File: config.mk
export PLATFORM = sky130hd
export DESIGN_NAME = pcheck_stage
export DESIGN_NICKNAME = d
export VERILOG_FILES = /design/src/rtl/pcheck_pkg.sv /design/src/rtl/pcheck_xor_bank.sv /design/src/rtl/pcheck_stage.sv
export SDC_FILE = /design/constraint.sdc
export NUM_CORES = 1
export LEC_CHECK = 0
export BUFFER_PORTS_ARGS = -buffer_cell sky130_fd_sc_hd__buf_2
export CAP_MARGIN = 20
export CORE_AREA = 3 3 40 42
export DETAILED_ROUTE_END_ITERATION = 16
export DIE_AREA = 0 0 43 45
export PLACE_DENSITY = 0.41
export SETUP_SLACK_MARGIN = 0.4
export SLEW_MARGIN = 20
export SYNTH_ARGS = -nofsm -noshare
export SYNTH_HDL_FRONTEND = slang
export SYNTH_HIERARCHICAL = 1
export SYNTH_SLANG_ARGS = --single-unit
export TNS_END_PERCENT = 5
File: constraint.sdc
create_clock -name vclk -period 0.8
set_input_delay 0.16 -clock vclk [all_inputs]
set_output_delay 0.16 -clock vclk [all_outputs]
set_load 0.05 [all_outputs]
File: src/rtl/pcheck_pkg.sv
package pcheck_pkg;
  // Source index feeding permuted position k for a given stride
  function automatic int unsigned perm_src(input int unsigned k,
                                           input int unsigned stride,
                                           input int unsigned n);
    return (k * stride) % n;
  endfunction
endpackage

File: src/rtl/pcheck_xor_bank.sv
module pcheck_xor_bank #(
  parameter int unsigned M   = 4,
  parameter int unsigned RHO = 4,
  localparam int unsigned N  = M * RHO
) (
  input  logic [N-1:0] perm_word,
  output logic [M-1:0] checks
);
  for (genvar j = 0; j < M; j++) begin : g_chk
    assign checks[j] = ^perm_word[j*RHO +: RHO];
  end
endmodule

File: src/rtl/pcheck_stage.sv
module pcheck_stage #(
  parameter int unsigned M      = 4,
  parameter int unsigned RHO    = 4,
  parameter int unsigned STRIDE = 1,
  localparam int unsigned N     = M * RHO
) (
  input  logic [N-1:0] word,
  output logic [M-1:0] syn
);
  import pcheck_pkg::*;

  logic [N-1:0] permuted;

  for (genvar k = 0; k < N; k++) begin : g_perm
    localparam int unsigned SRC = perm_src(k, STRIDE, N);
    assign permuted[k] = word[SRC];
  end

  pcheck_xor_bank #(.M(M), .RHO(RHO)) u_bank (
    .perm_word (permuted),
    .checks    (syn)
  );
endmodule

# Word level (Yosys, flattened, before mapping)
# Index checks and enable logic that the tools add are counted.
[op_classes]
addsub = 0
multipliers = 0
n_div = 0
magnitude_cmp = 0
eq_ne = 0
shift = 0
muxes = 0
n_bitwise = 0
reduce_logical = 4
[ops]
columns = ["operator", "count"]
rows = [
  ["4-bit XOR reduction", 4],
]
[totals]
register_bits = 0
latchBits = 0
ramBits = 0
romBits = 0
input_bits = 16
out_inout_bits = 4
wordCells = 4
n_memories = 0

# Depth between registers and ports, before layout
# Gate-level depths: netlist (run 1).
[depth]
depth_word = 1
ltp_mapped = 2
mapped_depth_nobuf = 2

# Worst setup path before layout (run 1)
# Ideal clock, no wire load.
[synth_timing]
path_kind = "input to output"
from = "input word[3]"
to = "output syn[0]"
t_arrival_ns = 1.153
required_ns = 0.640
slack_ns = -0.513
path_stages = 2
path_cell_list = "xor2_1 -> xnor2_1"
[synth_between]
elab_chain_cells = 1
[synth_lines]
columns = ["element", "line", "rtl"]
rows = [
  ["start: declaration", "pcheck_stage.sv:7", "input logic [N-1:0] word,"],
  ["4-bit XOR reduction", "pcheck_xor_bank.sv:10", "assign checks[j] = ^perm_word[j*RHO +: RHO];"],
  ["end: declaration", "pcheck_stage.sv:8", "output logic [M-1:0] syn"],
]
# Every way passes these cells.

# Worst setup path after layout (run 1)
[layout_timing]
from = "input word[5]"
to = "output syn[1]"
# Same word-level chain as after synthesis.

==> impl_metrics.toml, run 1 <==
[timing]
timing_worst_slew_pin_value_ns = 0.194
setup_viol = 4
hold_slack_ns = 0.736
worst_slack_ns = -0.141
period_needed_ns = 0.941
slew_headroom = 0.871
slew_violations = 0
final-hold-violation-count = 0
timing.fmax_mhz = 1060
grt_setup_unrepaired = "true"
period_share = 1.18

[global_routing]
grt_pass1_wl_um = 821
track_usage = 0.0534
grt_max_degree = 2
grt_pass1_vias = 187
grt-ovfl-total = 0
antenna_found_initial = 0

[cells_and_area]
syn_to_final_growth_pct = 475
final_nets = 50
ff_latch_area_um2 = 0
num_antenna_cells = 0
nClkBuffers = 0
final_common_cell = "buf_6"
final_cell_mix = "buf_6 (12), buf_8 (8), xnor2_4 (8), xor2_4 (4)"
drive_above_1_share = 1.00
seq_cells = 0
final_util = 0.470
final_cell_count_no_fill = 47

[critical_path]
crit_type = "in2out"
cp.required_ns = 0.64
arrival_ns = 0.78
cp-end-kind = "output pin"
crit_fanout = 1
start_kind = "primary input"

[placed_design]
placed_cells = 47
gp_congestion = 0.545
place_ws_ns = -0.278
port_buffers = 20

[power_and_ir_drop]
vdd_drop_max_uv = 411
power.net_switching_uw = 298
clkPwrFrac = 0
p_leak_nw = 0.234
pwr-share-seq = 0
p_comb_frac = 1.000
p_per_area_mw_per_mm2 = 1060
power.internal_uw = 343
switching_share = 0.466

[status]
status = "complete, but fails checks"
violations = "setup timing"

[clocking]
cts_hold_buf = 0
cts_setup_buffers = 0

[logic_synthesis]
yosysTopAreaCell = "xnor2_1"
synth_cell_types = 2
yosysTopAreaCellShare = 0.667
synth_fp_nets = 28
yosys_warnings = 6
netlist_instances = 12
synth_area_leaders = "xnor2_1 (67%), xor2_1 (33%)"
syn_area_per_cell_um2 = 8.76
synthesis.area_um2 = 105
ys_seq_area_frac = 0

[worst_hold_path]
worstHoldPathType = "in2out"

[job]
maxCapViolations = 0

[detailed_routing]
dr_total_vias = 151
m1WireLength_um = 77
ant_nets = 0
drc = 0
met2WireLength_um = 364
wl_per_cell_um = 9.85
via_per_inst = 3.21
drtIter0Drc = 0
wl_met3_um = 21
dr.max_layer_used = "met3"
wl_um = 463
drt_pass1_iterations = 1

[die]
ioPinCount = 20
start_util = 0.0818
rows = 13
core_mm2 = 0.00128
die_x_um = 43
die_h_um = 45
die_area_mm2 = 0.00194
==> metrics by stage <==
| step | power, mW | instance area, um^2 | TNS (ns) |
|---|---|---|---|
| CTS | 0.630 | 572 | -0.567 |
| detailed placement | 0.519 | 449 | -1.09 |
| floorplan | 0.392 | 330 | -0.168 |
| global placement | 0.513 | 449 | -1.06 |
| global route | 0.664 | 604 | -0.624 |
| finish | 0.641 | 604 | -0.551 |
==> path summary, 6_finish.rpt <==
check	to	cells after the start	slack, ns	from
max	syn[1]	4	-0.14	word[5]
min	syn[1]	4	0.74	word[6]
==> cells by family (layout without fill, tap and decap cells) <==
kind of cell,count (synthesis),count (layout),synth area share
buffers and inverters,0,20,0
xor gates and xnor gates,12,12,1.00
==> synthesized netlist by cell type <==
| master | instances |
|---|---|
| xnor2_1 | 8 |
| xor2_1 | 4 |
==> critical path, stage by stage <==
cell and delay, ns:
buf_8 0.10, xnor2_4 0.21, xnor2_4 0.14, buf_6 0.17
==> what timing repair did <==
item | in CTS | in global routing
endpoints found under the setup margin | 4 | 4
gates cloned | 0 | 0
pin swaps | 12 | 8
gates resized for setup | 39 | 9
==> layer usage <==
metal / vias to the layer above / GRT usage
met5: - / 0
met4: 0 / 0
met3: 0 / 0
met2: 6 / 0.132
met1: 72 / 0.0484
li1: 73 / -
==> final cells by class <==
class	count	area [um^2]
Tap cell	15	18.8
Multi-Input combinational cell	12	330
Fill cell	117	681
Timing Repair Buffer	20	255
==> power by group through the flow <==
stage | Combinational (mW) | Sequential [mW] | Clock (mW)
2_1_floorplan | 0.392 | 0 | 0
6_report | 0.641 | 0 | 0
3_3_place_gp | 0.513 | 0 | 0
3_5_place_dp | 0.519 | 0 | 0
5_1_grt | 0.664 | 0 | 0
4_1_cts | 0.630 | 0 | 0
Note: power is estimated with default switching activity, not from simulation.
==> inputs of run 2 (changes only) <==
--- a/config.mk
+++ b/config.mk
@@ -12,6 +12,7 @@
 export DIE_AREA = 0 0 43 45
 export PLACE_DENSITY = 0.41
 export SETUP_SLACK_MARGIN = 0.4
+export SKIP_LAST_GASP = 1
 export SLEW_MARGIN = 20
 export SYNTH_ARGS = -nofsm -noshare
 export SYNTH_HDL_FRONTEND = slang
==> run 2 against run 1 <==
Against the previous run: the run still ends with setup timing left; non-clock buffer count stayed put; count of clock-buffer cells in the layout stayed put; routed wire length is 3.7% lower; core utilization is 2.5 points lower; die area stayed put; via count stayed put; first-iteration DRC count stayed put; critical path depth stayed put; combinational power is 2% lower; global-route usage is 0.42 points lower; total power is 2.5% lower; design area is 5.4% lower.
==> impl_metrics.toml, run 2 (synthesis gave the netlist of run 1 again) <==
[detailed_routing]
ant_nets = 0
dr_total_vias = 151
wl_per_cell_um = 9.49
wl_um = 446
drc = 0
drtIter0Drc = 0
drt_pass1_iterations = 1
via_per_inst = 3.21

[cells_and_area]
final_cell_count_no_fill = 47
final_nets = 50
final_cell_mix = "buf_6 (12), xnor2_4 (8), buf_8 (4), xor2_4 (4), buf_4 (3)"
drive_above_1_share = 1.00
seq_cells = 0
num_antenna_cells = 0
ff_latch_area_um2 = 0
multi_input_area_um2 = 330
nClkBuffers = 0
fillerInstances = 121
final_common_cell = "buf_6"
syn_to_final_growth_pct = 444

[power_and_ir_drop]
p_total_uw = 625
power.net_switching_uw = 298
p_comb_frac = 1.000
pwr-share-seq = 0
power.internal_uw = 327
switching_share = 0.477
p_per_area_mw_per_mm2 = 1090
clkPwrFrac = 0
vdd_drop_max_uv = 400
p_leak_nw = 0.223

[timing]
slew_violations = 0
grt_setup_unrepaired = "true"
worst_slack_ns = -0.141
setup_viol = 4
timing_worst_slew_pin_value_ns = 0.194
period_share = 1.18
slew_headroom = 0.871
hold_slack_ns = 0.736
timing.fmax_mhz = 1060
final-hold-violation-count = 0
period_needed_ns = 0.941

[die]
die_x_um = 43
ioPinCount = 20
die_area_mm2 = 0.00194
die_h_um = 45
core_mm2 = 0.00128
start_util = 0.0818
rows = 13

[placed_design]
port_buffers = 20
gp_congestion = 0.545
placed_cells = 47

[critical_path]
critPathMostFrequentCell = "xnor2_4"
arrival_ns = 0.78
crit_chain = "buf_8, xnor2_4, xnor2_4, buf_6"
worst_path_max_delay_cell = "xnor2_4"
cp.required_ns = 0.64
cp-end-kind = "output pin"
start_kind = "primary input"
crit_family = "XOR/XNOR gates"
path_buf_inv = 2
crit_fanout = 1
crit_type = "in2out"
slowest_delay_ns = 0.21

[job]
maxCapViolations = 0

[global_routing]
grt_pass1_wl_um = 772
grt_max_degree = 2
grt_pass1_vias = 183
grt-ovfl-total = 0
antenna_found_initial = 0
track_usage = 0.0492

[status]
violations = "setup timing"
status = "complete, but fails checks"

[worst_hold_path]
worstHoldPathType = "in2out"
==> run 2: path summary, 6_finish.rpt <==
kind	from	endpoint	cells past startpoint	slack, ns
worst max-delay path	word[5]	syn[1]	4	-0.14
worst min-delay path	word[6]	syn[1]	4	0.74
==> run 2: final cells by class <==
type	instances	area share
Multi-Input combinational cell	12	0.578
Timing Repair Buffer	20	0.389
Tap cell	15	0.0328
==> run 2: per-stage QoR <==
| stage | setup slack (ns) | utilization | cell area (um^2) | TNS [ns] |
|---|---|---|---|---|
| after global routing | -0.161 | 0.445 | 572 | -0.630 |
| after CTS | -0.147 | 0.421 | 541 | -0.576 |
| final | -0.141 | 0.445 | 572 | -0.554 |
| after global placement | -0.268 | 0.350 | 449 | -1.06 |
| after floorplan | -0.0419 | - | 330 | -0.168 |
| after detailed placement | -0.278 | 0.350 | 449 | -1.09 |
==> run 2: power groups by stage <==
stage | registers [mW] | logic [mW] | clock network, mW
floorplan | 0 | 0.392 | 0
global placement | 0 | 0.513 | 0
detailed placement | 0 | 0.519 | 0
CTS | 0 | 0.615 | 0
global route | 0 | 0.648 | 0
finish | 0 | 0.625 | 0
==> run 2: routing by layer <==
metal / up-vias / GRT usage / wire length, um
met3: 0 / 0 / 22
li1: 73 / - / -
met4: 0 / 0 / 0
met1: 72 / 0.0460 / 79
met5: - / 0 / 0
met2: 6 / 0.120 / 344
==> run 2: what timing repair did <==
item | in CTS | in global routing
setup buffers | 0 | 0
hold buffers | 0 | 0
resized for setup | 30 | 9
endpoints found under the hold margin | 0 | 0
setup endpoints to repair | 4 | 4
pin swaps | 12 | 7
cloned | 0 | 0
==> inputs of run 3 (changes only) <==
--- a/config.mk
+++ b/config.mk
@@ -7,10 +7,12 @@
 export LEC_CHECK = 0
 export BUFFER_PORTS_ARGS = -buffer_cell sky130_fd_sc_hd__buf_2
 export CAP_MARGIN = 20
+export CELL_PAD_IN_SITES_DETAIL_PLACEMENT = 1
+export CELL_PAD_IN_SITES_GLOBAL_PLACEMENT = 2
 export CORE_AREA = 3 3 40 42
 export DETAILED_ROUTE_END_ITERATION = 16
 export DIE_AREA = 0 0 43 45
-export PLACE_DENSITY = 0.41
+export PLACE_DENSITY = 0.73
 export SETUP_SLACK_MARGIN = 0.4
 export SKIP_LAST_GASP = 1
 export SLEW_MARGIN = 20
==> run 3 against run 2 <==
Against the previous run: the flow still finishes with violations (setup timing); combinational power shrank 1%; largest power group unchanged; total power down 1.4%; via count increased by 2.0%; hold slack improved by 0.0071 ns; maximum frequency shrank 0.14%; count of clock-buffer cells in the layout did not move; routed wire length is 6.3% lower.
==> impl_metrics.toml, run 3 (synthesis gave the netlist of run 1 again) <==
[cells_and_area]
multi_input_area_um2 = 330
syn_to_final_growth_pct = 431
drive_above_1_share = 1.00
ff_latch_area_um2 = 0
final_cell_mix = "buf_6 (13), xnor2_4 (8), xor2_4 (4), buf_4 (3)"
final_nets = 50
num_antenna_cells = 0
nClkBuffers = 0
final_common_cell = "buf_6"
seq_cells = 0
final_cell_count_no_fill = 47
fillerInstances = 130

[placed_design]
placed_cells = 47
port_buffers = 20
hpwl_um = 450
gp_congestion = 0.508
place_ws_ns = -0.278

[timing]
worst_slack_ns = -0.143
period_needed_ns = 0.943
period_share = 1.18
final-hold-violation-count = 0
grt_setup_unrepaired = "true"
slew_violations = 0
timing.fmax_mhz = 1060
setup_viol = 4
slew_headroom = 0.871
timing_worst_slew_pin_value_ns = 0.193

[global_routing]
track_usage = 0.0484
grt_max_degree = 2
grt_pass1_wl_um = 731
antenna_found_initial = 0
grt_pass1_vias = 194
grt-ovfl-total = 0

[power_and_ir_drop]
p_comb_frac = 1.000
clkPwrFrac = 0
switching_share = 0.481
vdd_drop_max_uv = 414
pwr-share-seq = 0
p_per_area_mw_per_mm2 = 1110
p_total_uw = 617
power.net_switching_uw = 297
power.internal_uw = 320
p_leak_nw = 0.218

[detailed_routing]
drt_pass1_iterations = 1
via_per_inst = 3.28
drc = 0
drtIter0Drc = 0
dr_total_vias = 154
wl_per_cell_um = 8.89
wl_um = 418
ant_nets = 0

[critical_path]
crit_type = "in2out"
cp-end-kind = "output pin"
cp.required_ns = 0.64
start_kind = "primary input"
arrival_ns = 0.78
crit_fanout = 1

[die]
core_mm2 = 0.00128
die_area_mm2 = 0.00194
rows = 13
die_x_um = 43
die_h_um = 45
start_util = 0.0818
ioPinCount = 20

[status]
status = "complete, but fails checks"
violations = "setup timing"

[worst_hold_path]
worstHoldPathType = "in2out"

[job]
maxCapViolations = 0
-- run 3: power by group through the flow --
stage	Combinational [mW]	Clock [mW]	Sequential [mW]
after global routing	0.641	0	0
after global placement	0.512	0	0
final	0.617	0	0
after CTS	0.616	0	0
after floorplan	0.392	0	0
after detailed placement	0.520	0	0
-- run 3: final timing paths --
| kind | from | endpoint | slack (ns) | cells past startpoint |
|---|---|---|---|---|
| worst max-delay path | word[13] | syn[3] | -0.14 | 4 |
| worst min-delay path | word[8] | syn[2] | 0.74 | 4 |
-- run 3: layer usage --
metal	track usage	wire length (um)	vias to the layer above
li1	-	-	72
met1	0.0340	56	76
met2	0.129	338	6
met3	0.00398	24	0
met4	0	0	0
met5	0	0	-
-- run 3: layout make-up --
| class | count | share of cell area |
|---|---|---|
| Multi-Input combinational cell | 12 | 0.592 |
| Tap cell | 15 | 0.0336 |
| Timing Repair Buffer | 20 | 0.374 |
-- run 3: through the flow --
stage	instance area [um^2]	TNS (ns)	util	hold slack, ns
5_1_grt	558	-0.663	0.434	0.757
3_3_place_gp	449	-1.05	0.350	0.840
3_5_place_dp	449	-1.10	0.350	0.845
4_1_cts	542	-0.589	0.422	0.745
6_report	558	-0.555	0.434	0.743
2_1_floorplan	330	-0.168	-	0.578
-- run 3: critical path: stages --
cell	delay [ns]
buf_6	0.10
xnor2_4	0.21
xnor2_4	0.14
buf_6	0.17
-- run 3: timing repair --
action	in CTS	in global routing
hold buffers	0	0
pin swaps	12	4
resized for setup	30	5
endpoints found under the setup margin	4	4
setup buffers	0	0
